===== src/rtl/serial_tx_pkg.sv =====
// Shared definitions for the buffered serial transmitter.
// Assumes: register select codes are fixed by software convention.
package serial_tx_pkg;

    typedef enum logic [2:0] {
        SEL_DATA = 3'd0,
        SEL_CTRL = 3'd1,
        SEL_DIV  = 3'd2,
        SEL_STAT = 3'd3,
        SEL_PIN  = 3'd4
    } reg_sel_e;

    // Watermark for a 2-bit code: 0 -> 0, otherwise 2^code.
    function automatic logic [7:0] trig_level(input logic [1:0] code);
        return (code == 2'd0) ? 8'd0 : (8'd1 << code);
    endfunction

endpackage


===== src/rtl/tx_queue.sv =====
// Byte queue feeding the shift engine.
// The head byte can be read directly (no read latency).
// A push while full is dropped and reported on push_drop.
// Assumes: pop is only raised when not empty.
module tx_queue #(
    parameter int DEPTH  = 16,
    parameter int DATA_W = 8,
    localparam int AW    = $clog2(DEPTH),
    localparam int CW    = $clog2(DEPTH + 1)
) (
    input  logic              clk,
    input  logic              rst_n,
    input  logic              push,
    input  logic [DATA_W-1:0] push_data,
    input  logic              pop,
    output logic [DATA_W-1:0] head,
    output logic [CW-1:0]     count,
    output logic              empty,
    output logic              push_drop
);
    logic [DATA_W-1:0] mem [DEPTH];
    logic [AW-1:0]     wr_ptr, rd_ptr;
    logic              full, push_ok;

    assign full      = (count == CW'(DEPTH));
    assign empty     = (count == '0);
    assign push_ok   = push && !full;
    assign push_drop = push && full;
    assign head      = mem[rd_ptr];

    // Store accepted bytes.
    always_ff @(posedge clk) begin
        if (push_ok) mem[wr_ptr] <= push_data;
    end

    // Move the pointers and the count.
    always_ff @(posedge clk) begin
        if (!rst_n) begin
            wr_ptr <= '0;
            rd_ptr <= '0;
            count  <= '0;
        end else begin
            if (push_ok) wr_ptr <= (wr_ptr == AW'(DEPTH - 1)) ? '0 : wr_ptr + 1'b1;
            if (pop)     rd_ptr <= (rd_ptr == AW'(DEPTH - 1)) ? '0 : rd_ptr + 1'b1;
            case ({push_ok, pop})
                2'b10:   count <= count + 1'b1;
                2'b01:   count <= count - 1'b1;
                default: count <= count;
            endcase
        end
    end
endmodule


===== src/rtl/tx_baud.sv =====
// Bit-rate tick generator: one tick every (div + 1) clocks.
// Assumes: restart lines up the tick phase with the start of a frame.
module tx_baud #(
    parameter int DIV_W = 8
) (
    input  logic             clk,
    input  logic             rst_n,
    input  logic             run,
    input  logic             restart,
    input  logic [DIV_W-1:0] div,
    output logic             tick
);
    logic [DIV_W-1:0] cnt;

    assign tick = run && (cnt == div);

    // Count clocks between ticks, held at zero when idle.
    always_ff @(posedge clk) begin
        if (!rst_n || restart || !run) cnt <= '0;
        else if (cnt == div)           cnt <= '0;
        else                           cnt <= cnt + 1'b1;
    end
endmodule


===== src/rtl/tx_shifter.sv =====
// Frame engine: loads the head byte, shifts start, data and stop bits.
// Each bit lasts OS ticks. Dropping tx_en abandons the frame.
// Assumes: head is valid whenever empty is low.
module tx_shifter #(
    parameter int DATA_W = 8,
    parameter int OS     = 16,
    localparam int FW    = DATA_W + 2,
    localparam int BW    = $clog2(FW),
    localparam int SW    = $clog2(OS)
) (
    input  logic              clk,
    input  logic              rst_n,
    input  logic              tx_en,
    input  logic              empty,
    input  logic [DATA_W-1:0] head,
    input  logic              tick,
    output logic              pop,
    output logic              busy,
    output logic              line,
    output logic              frame_done
);
    logic [FW-1:0] frame;
    logic [BW-1:0] bit_idx;
    logic [SW-1:0] sub;
    logic          bit_end;

    assign pop        = !busy && tx_en && !empty;
    assign line       = busy ? frame[0] : 1'b1;
    assign bit_end    = busy && tick && (sub == SW'(OS - 1));
    assign frame_done = bit_end && (bit_idx == BW'(FW - 1));

    // Load a frame, step through its bits, or abandon it.
    always_ff @(posedge clk) begin
        if (!rst_n) begin
            busy    <= 1'b0;
            frame   <= '1;
            bit_idx <= '0;
            sub     <= '0;
        end else if (!tx_en) begin
            busy    <= 1'b0;
            bit_idx <= '0;
            sub     <= '0;
        end else if (pop) begin
            busy    <= 1'b1;
            frame   <= {1'b1, head, 1'b0};
            bit_idx <= '0;
            sub     <= '0;
        end else if (busy && tick) begin
            sub <= bit_end ? '0 : sub + 1'b1;
            if (frame_done) begin
                busy <= 1'b0;
            end else if (bit_end) begin
                frame   <= {1'b1, frame[FW-1:1]};
                bit_idx <= bit_idx + 1'b1;
            end
        end
    end
endmodule


===== src/rtl/tx_flags.sv =====
// Status flags: room (watermark), done (all sent), overflow (sticky).
// Room and done clear only by a 0-write after being read as 1.
// Assumes: stat_rd marks the cycle in which software samples stat_o.
module tx_flags #(
    parameter int CW = 5
) (
    input  logic          clk,
    input  logic          rst_n,
    input  logic [CW-1:0] fill,
    input  logic [1:0]    trig,
    input  logic          stat_rd,
    input  logic          stat_wr,
    input  logic [2:0]    stat_wdata,
    input  logic          data_push,
    input  logic          push_drop,
    input  logic          frame_done,
    output logic          room,
    output logic          done,
    output logic          ovf,
    output logic          room_clr
);
    logic          seen_room, seen_done, done_clr;
    logic [CW-1:0] lvl;

    assign lvl      = CW'(serial_tx_pkg::trig_level(trig));
    assign room_clr = stat_wr && !stat_wdata[0] && seen_room;
    assign done_clr = (stat_wr && !stat_wdata[1] && seen_done) || data_push;

    // Remember which flags software last saw at 1.
    always_ff @(posedge clk) begin
        if (!rst_n || stat_wr) begin
            seen_room <= 1'b0;
            seen_done <= 1'b0;
        end else if (stat_rd) begin
            seen_room <= room;
            seen_done <= done;
        end
    end

    // Update the three flags.
    always_ff @(posedge clk) begin
        if (!rst_n) begin
            room <= 1'b1;
            done <= 1'b1;
            ovf  <= 1'b0;
        end else begin
            if (room_clr)           room <= 1'b0;
            else if (fill <= lvl)   room <= 1'b1;
            if (done_clr)                         done <= 1'b0;
            else if (frame_done && fill == '0)    done <= 1'b1;
            if (push_drop)                        ovf <= 1'b1;
            else if (stat_wr && !stat_wdata[2])   ovf <= 1'b0;
        end
    end
endmodule


===== src/rtl/serial_tx_unit.sv =====
// Top of the buffered serial transmitter: register decode, queue,
// tick generator, frame engine, flags and line override.
// Assumes: one register access per cycle; reset is synchronous.
module serial_tx_unit #(
    parameter int DEPTH  = 16,
    parameter int DATA_W = 8,
    parameter int DIV_W  = 8,
    parameter int OS     = 16,
    localparam int CW    = $clog2(DEPTH + 1)
) (
    input  logic              clk,
    input  logic              rst_n,
    input  logic              reg_we,
    input  logic [2:0]        reg_sel,
    input  logic [DATA_W-1:0] reg_wdata,
    input  logic              stat_rd,
    output logic [2:0]        stat_o,
    output logic [CW-1:0]     fill_o,
    output logic              txd_o
);
    import serial_tx_pkg::*;

    logic             tx_en, ovr_en, ovr_lvl;
    logic [1:0]       trig;
    logic [DIV_W-1:0] div;
    logic             data_push, stat_wr, push_drop, pop, empty, busy;
    logic             tick, line, frame_done, room, done, ovf, room_clr;
    logic [DATA_W-1:0] head;

    assign data_push = reg_we && (reg_sel_e'(reg_sel) == SEL_DATA);
    assign stat_wr   = reg_we && (reg_sel_e'(reg_sel) == SEL_STAT);

    // Control, divider and override registers.
    always_ff @(posedge clk) begin
        if (!rst_n) begin
            tx_en   <= 1'b0;
            trig    <= '0;
            div     <= '0;
            ovr_en  <= 1'b0;
            ovr_lvl <= 1'b1;
        end else if (reg_we) begin
            case (reg_sel_e'(reg_sel))
                SEL_CTRL: begin
                    tx_en <= reg_wdata[0];
                    trig  <= reg_wdata[2:1];
                end
                SEL_DIV:  div <= DIV_W'(reg_wdata);
                SEL_PIN: begin
                    ovr_en  <= reg_wdata[0];
                    ovr_lvl <= reg_wdata[1];
                end
                default: ;
            endcase
        end
    end

    tx_queue #(.DEPTH(DEPTH), .DATA_W(DATA_W)) u_queue (
        .clk(clk), .rst_n(rst_n), .push(data_push), .push_data(reg_wdata),
        .pop(pop), .head(head), .count(fill_o), .empty(empty),
        .push_drop(push_drop)
    );

    tx_baud #(.DIV_W(DIV_W)) u_baud (
        .clk(clk), .rst_n(rst_n), .run(busy), .restart(pop), .div(div),
        .tick(tick)
    );

    tx_shifter #(.DATA_W(DATA_W), .OS(OS)) u_shift (
        .clk(clk), .rst_n(rst_n), .tx_en(tx_en), .empty(empty), .head(head),
        .tick(tick), .pop(pop), .busy(busy), .line(line),
        .frame_done(frame_done)
    );

    tx_flags #(.CW(CW)) u_flags (
        .clk(clk), .rst_n(rst_n), .fill(fill_o), .trig(trig),
        .stat_rd(stat_rd), .stat_wr(stat_wr), .stat_wdata(reg_wdata[2:0]),
        .data_push(data_push), .push_drop(push_drop),
        .frame_done(frame_done), .room(room), .done(done), .ovf(ovf),
        .room_clr(room_clr)
    );

    assign stat_o = {ovf, done, room};
    assign txd_o  = tx_en ? line : (ovr_en ? ovr_lvl : 1'b1);
endmodule


===== config.mk =====
export PLATFORM = sky130hd
export DESIGN_NAME = serial_tx_unit
export DESIGN_NICKNAME = d
export VERILOG_FILES = /design/src/rtl/serial_tx_pkg.sv /design/src/rtl/tx_queue.sv /design/src/rtl/tx_baud.sv /design/src/rtl/tx_shifter.sv /design/src/rtl/tx_flags.sv /design/src/rtl/serial_tx_unit.sv
export SDC_FILE = /design/constraint.sdc
export NUM_CORES = 1
export LEC_CHECK = 0
export CORE_MARGIN = 4
export CORE_UTILIZATION = 39
export DETAILED_ROUTE_END_ITERATION = 10
export PLACE_DENSITY = 0.65
export SLEW_MARGIN = 20
export SYNTH_ARGS = -nofsm -noshare
export SYNTH_HDL_FRONTEND = slang
export SYNTH_SLANG_ARGS = --single-unit
export TNS_END_PERCENT = 1

===== constraint.sdc =====
create_clock -name clk -period 2.9 [get_ports clk]
set_clock_uncertainty 0.1 [all_clocks]
set_input_delay 0.58 -clock clk [delete_from_list [all_inputs] [get_ports clk]]
set_output_delay 0.58 -clock clk [all_outputs]
set_load 0.02 [all_outputs]

Yosys cells after proc, flatten, opt, wreduce, memory -nomap -nowiden. Memory sizes are Yosys's and may differ from the RTL's. A register that Yosys moved wholly into a read port is not among the register bits. Cells that the tools add are included.

Bits in writable memories: 128. Output and inout bits: 9. Memories: 1. Bits in registers: 58. Logic and storage cells: 115. Input port bits: 15.

Memories: u_queue.mem (depth 16, bits a word 8, read ports 1, clocked after Yosys merged registers in 1, write ports 1, RTL line tx_queue.sv:21) `logic [DATA_W-1:0] mem [DEPTH];`.

Mux-type cells: 25. Bitwise operators: 3. Order comparisons: 1. Reduce and logical (&&, ||, !) cells: 46. Shift operators: 1. Add/sub/neg operators: 7. Eq/ne operators: 13.

Operator list (number): $mux W10 (4); $mux W4 (5); $add A4 B1 Y4 const B (4); $eq A4 B4 Y1 const B (4); $logic_and A1 B1 Y1 (16); $mux W1 (14); $reduce_bool A2 Y1 (7); $pmux W5 S2 (1); $reduce_and A2 Y1 (5); $add A8 B1 Y8 const B (1); $eq A8 B8 Y1 (1); $logic_not A1 Y1 (7); $eq A3 B2 Y1 const B (2); $add A5 B1 Y5 const B (1); $eq A5 B5 Y1 const B (1); $le A5 B5 Y1 (1); $logic_not A5 Y1 (1); $mux W5 (1); $shl A1 B2 Y5 const A (1); $sub A5 B1 Y5 const B (1); $logic_or A1 B1 Y1 (4); $reduce_and A4 Y1 (1); $eq A3 B1 Y1 const B (1); $eq A3 B3 Y1 const B (1); other kinds (9) (11).

Depth between registers and ports, before layout.
Word-level depth: 8. Depth in mapped cells: 14.

Hierarchy. Synthesis repeated with hierarchy kept, for this count alone.

Cell total of the unflattened synthesis: 574. Area total of the unflattened synthesis: 8257.9 um^2.

Modules (own cells, without submodules): tx_queue (seq. area each 4184.0 um^2, instances 1, area each 5970.7 um^2, cells each 328); tx_shifter (seq. area each 360.3 um^2, instances 1, area each 992.2 um^2, cells each 107); serial_tx_unit (seq. area each 260.2 um^2, instances 1, area each 594.3 um^2, cells each 62); tx_baud (seq. area each 160.2 um^2, instances 1, area each 400.4 um^2, cells each 45); tx_flags (seq. area each 100.1 um^2, instances 1, area each 300.3 um^2, cells each 32).

Worst setup path before layout. Ideal clock, no wire load.

Path type: in2reg. Start point: input port reg_sel[0]. End point: register u_queue.count[4]. Required time: 2728 ps. Setup slack: -184 ps. Library setup time: 72 ps. Data arrival time: 2913 ps. Stages on the path: 12. Buffers on the path: 1. Path through: or4b_4 a21oi_4 inv_1 ha_1 clkbuf_1 xor2_1 ha_1 a211o_1 nand2_1 nand3b_1 a31oi_1 mux2i_1.

Word-level cells in the longest chain between the ends: 5. Elaborated cells on any way between the ends: 7. Classes of those cells: eq/ne (2); mux (1); reduce/logical (4).

Ends and longest elaborated chain: from (decl) (RTL line serial_tx_unit.sv:14) `input logic [2:0] reg_sel,`; $logic_not A3 Y1 * (RTL line serial_tx_unit.sv:30) `assign data_push = reg_we && (reg_sel_e'(reg_sel) == SEL_DATA);`; $logic_and A1 B1 Y1 * (RTL line serial_tx_unit.sv:30); $logic_and A1 B1 Y1 * (RTL line tx_queue.sv:27) `assign push_ok = push && !full;`; $eq A2 B1 Y1 or $eq A2 B2 Y1 (tied branches) (RTL line tx_queue.sv:45) `case ({push_ok, pop})`; $pmux W5 S2 or $reduce_bool A2 Y1 (tied branches); to (signal assigned) (RTL line tx_queue.sv:46) `2'b10: count <= count + 1'b1;`; to (signal assigned) (RTL line tx_queue.sv:47) `2'b01: count <= count - 1'b1;`; to (signal assigned) (RTL line tx_queue.sv:48) `default: count <= count;`; to (decl) (RTL line tx_queue.sv:17) `output logic [CW-1:0] count,`.

Mark *: on every way between the ends. The rest lies on a longest branch, timed or not. A chain may end at the register's enable or synchronous reset.

Worst setup path in the final report. Ends and elaborated chain as after synthesis.

==> run metrics <==
crit path buf inv count 2; number of flops mapped to enable cells by yosys 128; Final Setup Violations 0; Max Cap Viol 0; nets 649; GPL Wtd Cong 0.811; Final Max Slew Viols 0; Final ANT Viol Nets 0; Setup CP Type input port to register; maximum number of pins on one net before global-route repair 37; total negative slack 0 ps; post-route setup slack 203 ps; max incr delay on CP 540 ps; Antenna diodes 0; die area 23000 um^2; Final Hold Vio Count 0; Post-Syn Area 8040 um^2; outcome finished, final reports clean; CTS tree yes; crit end category register; YS warnings 0; clock slew at reported path FFs 70 ps; crit-path leading delay family simple AND/OR/NAND/NOR gates; Leak 0.00310 uW; clk_lat worst skew 430 ps; DR vias 4802; crit path DAT 2950 ps; Starting Density 39.7%; DP Worst Slack -513 ps; synth unique cells 60; DRC marker count from the first detailed-route iteration 319; Congestion Overflow GR 0; CTS H-Tree Depth 4; unrepaired setup endpoints after global routing no; Post-Synthesis Cells 555; antenna violations before repair 0; CP max stage cell or4b_4; Ports 24; Synth Register Bits 189; Critical Path Start Type input port; buffers added on ports 23; Longest Clk Path Bufs 2; PwrDens 560 nW/um^2; overall die width 152 um; hold_ws 406 ps; Total Wirelength 16800 um; Via density 5.33; Syn Nets 586; Post-DP Area 8850 um^2; area grow syn2layout 17.9%; clock sinks 189; flop-to-flop setup slack 310 ps; CTS buffer count 17; design area 9480 um^2; Async SR Flop Fraction 0%; die height 152 um; part of the cycle the worst path needs 93.0%; FP Rows 52; Fillers 1752; DR top layer met4; metal3 WL 655 um; Worst Tran Pin Value 736 ps; CP required 3160 ps; Max Freq 371 MHz; main flop type after synthesis edfxtp_1; ordered list of cells on the worst path dlygate4sd2_1 -> or4b_4 -> a21oi_4 -> inv_2 -> ha_4 -> xor2_2 -> ha_2 -> a211o_1 -> nand2_1 -> nand3b_1 -> a31oi_2 -> mux2i_1; Core Box Area 20200 um^2; Hold/Removal Path Class register to register; CP Max Fanout 4; Final min period 2700 ps; Tot GR Track Use 15.6%; vias in the first global route 5118; met1 WL 7410 um; met2 WL post-DR 8360 um; Residual DRC 0; sequential fraction of the synthesis area 63.0%; Slew HR 50.8%; CTS root buf clkbuf_16; routed len/inst 18.6 um; DR pass1 iterations 5; Final Core Density 46.8%; syn_area_per_cell 14.5 um^2; hpwl dp 11200 um; layout cells sized above 1 21.1%; first-pass GRT wire length 27100 um; Peak VDD IR 0.372 mV
==> synthesized netlist by cell type, types with 4 or more instances <==
cell type    n  area [um^2]
mux2_2       7         78.8
and2_1       8         50.1
xnor2_2      4         65.1
buf_2       12         60.1
inv_1       11         41.3
ha_1        16          200
nor3_1       7         35.0
and3_1       4         25.0
a32oi_1      6         52.6
nand3_1      9         45.0
a221oi_1     6         52.6
nor2_1      37          139
xor2_1       8         70.1
o21ai_0     17         85.1
mux2i_1     45          450
a21oi_1      8         40.0
dfxtp_1     61         1220
nor2b_1     17          106
nand2_1     33          124
clkbuf_1    14         52.6
edfxtp_1   128         3840
xnor2_1      9         78.8
nand2b_1     8         50.1
mux4_2      25          563
==> cells by family after synthesis <==
| logic type | Yosys count | synth area share (%) |
|---|---|---|
| adders and majority gates | 16 | 2.49 |
| DFF | 189 | 63.0 |
| xor gates and xnor gates | 21 | 2.66 |
| AOI/OAI and AO/OA | 66 | 5.88 |
| muxes | 77 | 13.6 |
| buffers and inverters | 41 | 2.26 |
| and+or+nand+nor | 145 | 10.1 |
==> what timing repair did <==
| action | in CTS | in global routing |
|---|---|---|
| buffers inserted | 2 | 1 |
| resized for setup | 2 | 6 |
| cloned | 0 | 0 |
| pin swaps | 3 | 3 |
| setup endpoints to repair | 1 | 2 |
| hold buffers | 0 | 0 |
==> report_power, final <==
group	switching (uW)	total [uW]	internal (uW)
clock network	1060	2280	1220
logic	82.2	145	62.3
registers	7.79	2890	2880
total	1150	5310	4160
==> sequential cells by signal, indices dropped and copies added (netlist names), 2 cells and up, named ones only <==
| name | flops |
|---|---|
| u_queue.mem | 128 |
| trig | 2 |
| u_shift.sub | 4 |
| u_shift.frame | 9 |
| u_queue.rd_ptr | 4 |
| u_queue.wr_ptr | 4 |
| u_queue.count | 5 |
| div | 8 |
| u_shift.bit_idx | 4 |
| u_baud.cnt | 8 |
==> routing by layer <==
layer  vias up  global-route usage (%)
li1       2222                       -
met1      2439                    20.3
met2       117                    25.8
met3        24                    3.30
met4         0                    5.80
met5         -                       0
==> cell usage in the layout, fill, tap and decap left out, types with 17 or more instances in the layout <==
| cell type | n |
|---|---|
| mux4_2 | 25 |
| edfxtp_1 | 128 |
| mux2i_1 | 45 |
| clkbuf_16 | 17 |
| nand2_1 | 33 |
| clkdlybuf4s50_1 | 19 |
| dfxtp_1 | 60 |
| nor2b_1 | 17 |
| buf_4 | 51 |
| nor2_1 | 37 |
==> path summary, 6_finish.rpt <==
path / start / to / cells after the start
setup / recovery: reg_sel[0] / u_queue.count[4] / 12
hold / removal: u_shift.bit_idx[3] / u_shift.bit_idx[3] / 2
setup reg to reg: u_queue.count[2] / u_queue.count[4] / 12
hold reg to reg: u_shift.bit_idx[3] / u_shift.bit_idx[3] / 2
==> area by class of cell <==
class,count,area [um^2],share of cell area (%)
timing repair buffer,74,619,6.54
tap,270,338,3.57
inverter,11,41.3,0.436
sequential,189,5070,53.5
multi-input combinational,325,2830,29.9
clock inverter,15,154,1.62
clock buffer,17,425,4.49
==> through the flow <==
stage | total power (uW) | cells
final | 5310 | 901
after global routing | 5490 | 901
after CTS | 5350 | 900
after detailed placement | 3090 | 866
after global placement | 3090 | 866
after floorplan | 3010 | 555
==> worst min-delay path, cell delays in order, from the launching register on <==
cell and delay (ps):
dfxtp_1 330, nand2_1 60, mux2i_1 70
Power figures use the tool's default switching activity.
